**config.mk**
```make
export PLATFORM = sky130hd
export DESIGN_NAME = pulse_pause_rx
export DESIGN_NICKNAME = d
export VERILOG_FILES = /design/src/rtl/ppd_pkg.sv /design/src/rtl/ppd_interval_timer.sv /design/src/rtl/ppd_classifier.sv /design/src/rtl/ppd_frame_asm.sv /design/src/rtl/pulse_pause_rx.sv
export SDC_FILE = /design/constraint.sdc
export NUM_CORES = 1
export LEC_CHECK = 0
export ABC_AREA = 1
export BUFFER_PORTS_ARGS = -buffer_cell sky130_fd_sc_hd__buf_4
export CAP_MARGIN = 40
export CORE_ASPECT_RATIO = 0.5
export CORE_MARGIN = 3
export CORE_UTILIZATION = 40
export DETAILED_ROUTE_END_ITERATION = 16
export GPL_TIMING_DRIVEN = 0
export SLEW_MARGIN = 25
export SYNTH_ARGS = -nofsm -noshare
export SYNTH_HDL_FRONTEND = slang
export SYNTH_SLANG_ARGS = --single-unit
```
**constraint.sdc**
```tcl
create_clock -name clk_i -period 1.7 [get_ports clk_i]
set_input_delay 0.255 -clock clk_i [delete_from_list [all_inputs] [get_ports clk_i]]
set_output_delay 0.255 -clock clk_i [all_outputs]
set_load 0.05 [all_outputs]
```
**src/rtl/ppd_pkg.sv**
```systemverilog
package ppd_pkg;
  typedef enum logic [1:0] {
    SYM_NONE = 2'd0,
    SYM_ZERO = 2'd1,
    SYM_ONE  = 2'd2,
    SYM_BAD  = 2'd3
  } sym_e;
endpackage

```
**src/rtl/ppd_interval_timer.sv**
```systemverilog
module ppd_interval_timer #(
  parameter int CNT_W      = 12,
  parameter int IDLE_TICKS = 2400
) (
  input  logic             clk_i,
  input  logic             rst_ni,
  input  logic             env_i,
  input  logic             tick_i,
  output logic             rise_o,
  output logic [CNT_W-1:0] cnt_o
);
  localparam logic [CNT_W-1:0] CNT_CAP = CNT_W'(IDLE_TICKS);

  logic env_q;
  logic running_q;

  assign rise_o = env_i & ~env_q;

  always_ff @(posedge clk_i or negedge rst_ni) begin
    if (!rst_ni) begin
      env_q     <= 1'b0;
      running_q <= 1'b0;
      cnt_o     <= '0;
    end else begin
      env_q <= env_i;
      if (rise_o) begin
        // the tick of the restart cycle already belongs to the new interval
        cnt_o     <= CNT_W'(tick_i);
        running_q <= 1'b1;
      end else if (running_q && tick_i) begin
        if (cnt_o >= CNT_CAP) running_q <= 1'b0;
        else                  cnt_o     <= cnt_o + 1'b1;
      end
    end
  end

  AST_RESTART: assert property (@(posedge clk_i) disable iff (!rst_ni)
    rise_o |=> (cnt_o <= CNT_W'(1)));
  AST_TICK_GATE: assert property (@(posedge clk_i) disable iff (!rst_ni)
    (!tick_i && !rise_o) |=> $stable(cnt_o));
  AST_IDLE_CAP: assert property (@(posedge clk_i) disable iff (!rst_ni)
    cnt_o <= CNT_CAP);
endmodule

```
**src/rtl/ppd_classifier.sv**
```systemverilog
module ppd_classifier
  import ppd_pkg::*;
#(
  parameter int CNT_W      = 12,
  parameter int ONE_TICKS  = 120,
  parameter int ZERO_TICKS = 60,
  parameter int TOL_TICKS  = 20
) (
  input  logic [CNT_W-1:0] cnt_i,
  output sym_e             sym_o
);
  localparam logic [CNT_W-1:0] ONE_LO  = CNT_W'(ONE_TICKS - TOL_TICKS);
  localparam logic [CNT_W-1:0] ONE_HI  = CNT_W'(ONE_TICKS + TOL_TICKS);
  localparam logic [CNT_W-1:0] ZERO_LO = CNT_W'(ZERO_TICKS - TOL_TICKS);
  localparam logic [CNT_W-1:0] ZERO_HI = CNT_W'(ZERO_TICKS + TOL_TICKS);

  logic is_one, is_zero;

  // window bounds are exclusive
  assign is_one  = (cnt_i > ONE_LO)  && (cnt_i < ONE_HI);
  assign is_zero = (cnt_i > ZERO_LO) && (cnt_i < ZERO_HI);

  always_comb begin
    if (is_one)       sym_o = SYM_ONE;
    else if (is_zero) sym_o = SYM_ZERO;
    else              sym_o = SYM_BAD;
  end

  always_comb begin
    assert (!(is_one && is_zero)); // windows disjoint
  end
endmodule

```
**src/rtl/ppd_frame_asm.sv**
```systemverilog
module ppd_frame_asm
  import ppd_pkg::*;
#(
  parameter int FRAME_W  = 32,
  parameter int MIN_BITS = 5,
  parameter int BITS_W   = 6
) (
  input  logic               clk_i,
  input  logic               rst_ni,
  input  logic               rise_i,
  input  sym_e               sym_i,
  input  logic               timeout_i,
  output logic               valid_o,
  output logic [FRAME_W-1:0] data_o,
  output logic [BITS_W-1:0]  bits_o
);
  localparam logic [BITS_W-1:0] FULL = BITS_W'(FRAME_W);
  localparam logic [BITS_W-1:0] KEEP = BITS_W'(MIN_BITS);

  logic               active_q;
  logic [FRAME_W-1:0] acc_q;
  logic [BITS_W-1:0]  nbits_q;
  logic               bit_ok, end_frame, bit_val;

  assign bit_ok    = rise_i && (sym_i == SYM_ONE || sym_i == SYM_ZERO);
  assign bit_val   = (sym_i == SYM_ONE);
  assign end_frame = active_q && ((rise_i && !bit_ok) || timeout_i);

  always_ff @(posedge clk_i or negedge rst_ni) begin
    if (!rst_ni) begin
      active_q <= 1'b0;
      nbits_q  <= '0;
      valid_o  <= 1'b0;
      data_o   <= '0;
      bits_o   <= '0;
    end else begin
      valid_o <= 1'b0;
      data_o  <= '0;
      bits_o  <= '0;
      if (end_frame) begin
        active_q <= 1'b0;
        nbits_q  <= '0;
        if (nbits_q >= KEEP) begin
          valid_o <= 1'b1;
          data_o  <= acc_q;
          bits_o  <= nbits_q;
        end
      end else if (bit_ok) begin
        active_q <= 1'b1;
        if (nbits_q < FULL) nbits_q <= nbits_q + 1'b1;
      end
    end
  end

  for (genvar g = 0; g < FRAME_W; g++) begin : g_acc
    always_ff @(posedge clk_i or negedge rst_ni) begin
      if (!rst_ni)                                      acc_q[g] <= 1'b0;
      else if (end_frame)                               acc_q[g] <= 1'b0;
      else if (bit_ok && nbits_q == BITS_W'(g))         acc_q[g] <= bit_val;
    end
  end

  AST_STROBE_ONE: assert property (@(posedge clk_i) disable iff (!rst_ni)
    valid_o |=> !valid_o);
  AST_QUIET_OUT: assert property (@(posedge clk_i) disable iff (!rst_ni)
    !valid_o |-> (data_o == '0 && bits_o == '0));
  AST_NO_RUNT: assert property (@(posedge clk_i) disable iff (!rst_ni)
    valid_o |-> (bits_o >= KEEP));
  AST_BITS_CAP: assert property (@(posedge clk_i) disable iff (!rst_ni)
    nbits_q <= FULL);
  AST_BAD_CLOSES: assert property (@(posedge clk_i) disable iff (!rst_ni)
    (rise_i && sym_i == SYM_BAD) |=> !active_q);
  AST_TIMEOUT_CLOSES: assert property (@(posedge clk_i) disable iff (!rst_ni)
    (timeout_i && !rise_i) |=> !active_q);
endmodule

```
**src/rtl/pulse_pause_rx.sv**
```systemverilog
module pulse_pause_rx
  import ppd_pkg::*;
#(
  parameter int ONE_TICKS  = 120,
  parameter int ZERO_TICKS = 60,
  parameter int TOL_TICKS  = 20,
  parameter int IDLE_BITS  = 20,
  parameter int FRAME_W    = 32,
  parameter int MIN_BITS   = 5,
  localparam int BITS_W    = $clog2(FRAME_W + 1)
) (
  input  logic               clk_i,
  input  logic               rst_ni,
  input  logic               env_i,
  input  logic               tick_i,
  output logic               frame_valid_o,
  output logic [FRAME_W-1:0] frame_data_o,
  output logic [BITS_W-1:0]  frame_bits_o
);
  localparam int IDLE_TICKS = IDLE_BITS * ONE_TICKS;
  localparam int CNT_W      = $clog2(IDLE_TICKS + 1);
  localparam logic [CNT_W-1:0] TIMEOUT = CNT_W'(ONE_TICKS + TOL_TICKS);

  logic             rise;
  logic [CNT_W-1:0] cnt;
  sym_e             sym;
  logic             timeout;

  ppd_interval_timer #(.CNT_W(CNT_W), .IDLE_TICKS(IDLE_TICKS)) u_timer (
    .clk_i  (clk_i),
    .rst_ni (rst_ni),
    .env_i  (env_i),
    .tick_i (tick_i),
    .rise_o (rise),
    .cnt_o  (cnt)
  );

  ppd_classifier #(
    .CNT_W(CNT_W), .ONE_TICKS(ONE_TICKS), .ZERO_TICKS(ZERO_TICKS), .TOL_TICKS(TOL_TICKS)
  ) u_class (
    .cnt_i (cnt),
    .sym_o (sym)
  );

  assign timeout = (cnt >= TIMEOUT);

  ppd_frame_asm #(.FRAME_W(FRAME_W), .MIN_BITS(MIN_BITS), .BITS_W(BITS_W)) u_asm (
    .clk_i     (clk_i),
    .rst_ni    (rst_ni),
    .rise_i    (rise),
    .sym_i     (sym),
    .timeout_i (timeout),
    .valid_o   (frame_valid_o),
    .data_o    (frame_data_o),
    .bits_o    (frame_bits_o)
  );
endmodule

```
==> flow_summary.yaml <==
finish:
  antennaDiodeCount: 0
  nNetsFinal: 635
  finalNonFillerCells: 769
  nFillCells: 903
  syn_to_final_growth_pct: 42.2
  layout-drive-gt1-share_pct: 37.2
  final_util_pct: 59.7
  final_cell_area_sq_mm: 0.00624
logic_synthesis:
  synth_common_cells: "130 x nand2_1, 92 x dfrtp_1, 69 x inv_1, 69 x nor2_1, 37 x nand3_1"
  syn_area_per_cell_sq_um: 8.24
  synth_ff_type: "dfrtp_1"
  synthCells: 532
  netlist_area_sq_mm: 0.00438
  synth-xor-area-share_pct: 0.799
  synth_edf_count: 0
  synth_top_family_by_area: "simple AND/OR/NAND/NOR gates"
  yosysMostFrequentCell: "nand2_1"
  synthTopCellsByArea: "dfrtp_1 53%, nand2_1 11%, inv_1 5.9%"
  synth-seq-cells: 92
  syn_nets: 543
  yosys.area.top_type_share_pct: 52.5
  synth.area.mux_share_pct: 0
  synth_compound_area_share_pct: 5.22
  async_flop_share_pct: 100
  ys_seq_area_share_pct: 52.5
  yosysTopAreaCell: "dfrtp_1"
  yosys.area_share.simple_pct: 30.4
  yosysUniqueCellTypes: 33
  synthAdderAreaFrac_pct: 2.00
  ys_warn_count: 0
clocking:
  cts_max_level: 3
  cts_num_sinks: 92
  cts_buffers: 9
  clkSlewWorstSetupHoldPaths_ns: 0.07
  root_buffer: "clkbuf_16"
  cts_buffer_depth: 2
  cts_tree: "built"
  worst_skew_pair.late_latency_ns: 0.35
flow_run:
  max_cap_viol_count: 0
global_routing:
  grt_overflow_total: 0
  antenna_found_initial: 0
  grt_max_degree: 93
  grt_pass1_wl_mm: 18.8
  grt_pass1_vias: 3723
  grtUsageTotal_pct: 19.3
power_and_ir_drop:
  power.density_mw_per_mm2: 1110
  p_leak_uw: 0.00306
  pwr-share-clk_pct: 31.6
  power_frac_comb_pct: 26.3
  switchingPower_uw: 2300
  intPower_uw: 4600
  sw_frac_of_total_pct: 33.4
  seqPwrFrac_pct: 42.1
  ir_worst_vdd_v: 0.000535
timing:
  rsz0062_at_grt: "true"
  final.min_clock_period_ns: 1.95
  finalSetupTns_ns: -12.26
  slew_headroom_pct: 60.9
  layout_setup_ws_ns: -0.246
  setup_viol: 78
  final_hold_viol_count: 0
  fin_crit_sh_pct: 114
  fmax_ghz: 0.514
  drv_slew: 0
  worst_slew_pin_slew_ns: 0.586
  worst_clock_skew_ns: 0.0126
placement:
  place_area_sq_mm: 0.00488
  portBuffers: 42
  dp_cells: 714
  gp_congestion: 0.916
  dp_hpwl_mm: 7.37
die:
  die_area_sq_mm: 0.0123
  die_y_um: 80.0
  num_io_pins: 43
  fp.dieW_um: 154
  initial_core_util_pct: 42.0
  row_count: 26
  core-area_sq_mm: 0.0104
worst_setup_path:
  required_ns: 1.98
  path_class: "flop to flop"
  crit_path_max_fanout: 10
  ff2ff_path_depth: 12
  r2r_start: "u_timer.cnt_o[4]"
  worst_setup_path_start_kind: "flop"
  rr_endpoint: "u_asm.acc_q[19]"
  end_kind: "flop"
  rrSetupSlack_ns: -0.25
  cp-startpoint: "u_timer.cnt_o[4]"
  cp.arrival_ns: 2.23
routing:
  routed_wl_mm: 12.1
  ant_nets: 0
  route.detailed.drc: 0
  dr.pass1.iters: 5
  via_per_inst: 5.08
  wl_per_cell_um: 15.7
  vias: 3907
  drtIter0Drc: 312
outcome:
  status: "finished with violations"
  violations: "negative setup slack"
hold_path:
  holdPathEnd: "u_timer.env_q"
  hold_path_depth: 1
  hp-class: "input port to flop"
  hold_path_startpoint: "env_i"
[cell families after synthesis]
kind of cell               after synthesis
AOI/OAI and AO/OA                       36
buffers and inverters                   94
xor gates and xnor gates                 4
adders and majority gates                7
and+or+nand+nor                        299
DFF                                     92
[cells in the final DEF (no fill, tap or decap), types with 2 or more instances in the layout]
cell,n
nor2_4,16
xor2_1,4
inv_2,10
nand2_1,102
clkinv_4,2
nand3_2,22
buf_8,7
ha_1,6
o21ai_1,4
buf_12,2
inv_6,2
nor3_1,6
o211ai_1,3
clkbuf_1,7
clkbuf_4,2
buf_4,61
nand4_1,35
nand2_8,2
dfrtp_1,88
a21oi_1,8
a21oi_2,3
bufinv_16,2
buf_6,15
inv_1,60
dfrtp_2,4
o31ai_1,4
nand3_1,13
o21ai_0,8
clkbuf_16,11
nor2_2,24
nand3_4,4
nand2_4,4
inv_4,2
buf_16,5
nand2_2,24
nor2_1,42
[timing repair]
| action | 4_1_cts | 5_1_grt |
|---|---|---|
| resized for setup | 95 | 87 |
| pin swaps | 13 | 28 |
| hold buffers | 0 | 1 |
| setup endpoints to repair | 90 | 85 |
| setup buffers | 24 | 5 |
| gates cloned | 7 | 2 |
| hold endpoints to repair | 0 | 47 |
[power by group through the flow]
| stage | logic [uW] | registers, uW | clock network (uW) |
|---|---|---|---|
| CTS | 1570 | 2860 | 2220 |
| finish | 1810 | 2900 | 2180 |
| global route | 2000 | 2950 | 2300 |
| global placement | 1230 | 2880 | 0 |
| detailed placement | 1250 | 2870 | 0 |
| floorplan | 936 | 2820 | 0 |
[worst max path at each step]
| stage | to | depth (start not counted) |
|---|---|---|
| after floorplan | u_asm.bits_o[0] | 11 |
| after global placement | u_asm.acc_q[9] | 10 |
| after detailed placement | u_asm.data_o[27] | 11 |
| after CTS | u_asm.acc_q[25] | 14 |
| after global routing | u_asm.acc_q[19] | 12 |
| final | u_asm.acc_q[19] | 12 |
[metrics by stage]
step	power, uW	hold WS (ns)	worst slack [ns]
finish	6900	0.0291	-0.246
global route	7250	0.0231	-0.329
CTS	6650	0.0207	-0.141
detailed placement	4130	0.377	-0.389
global placement	4110	0.376	-0.348
floorplan	3760	-0.0406	-0.0276
[critical path, stage by stage (launching register included)]
cell     delay (ns)
dfrtp_2        0.46
inv_1          0.09
nand2_1        0.06
nor2_2         0.12
nand3_2        0.10
nand2_2        0.09
nand3_4        0.13
nand2_8        0.17
buf_8          0.13
nand4_1        0.19
nand2_1        0.16
nand2_1        0.08
nand2_1        0.09
[area by class of cell]
cell class                      instances  area [sq um]  share of cell area [%]
Inverter                               72           275                    4.41
Clock buffer                           10           229                    3.67
Buffer                                 22           220                    3.53
Timing Repair Buffer                   81           797                    12.8
Multi-Input combinational cell        346          2140                    34.3
Clock inverter                          6          95.1                    1.52
Sequential cell                        92          2310                    37.0
Tap cell                              140           175                    2.81
[flip-flops by register name, summed over array words and instances (netlist names)]
name and count:
u_asm.active_q 1, u_asm.valid_o 1, u_timer.running_q 1, u_timer.cnt_o 12, u_asm.acc_q 32, u_asm.nbits_q 6
u_asm.data_o 32, u_asm.bits_o 6, u_timer.env_q 1
[per-layer routing]
layer	GRT usage [%]	routed length, um
met2	32.2	5820
met5	0	0
met3	4.28	722
met4	4.14	117
met1	26.0	5410
(Power assumes the default switching activity.)
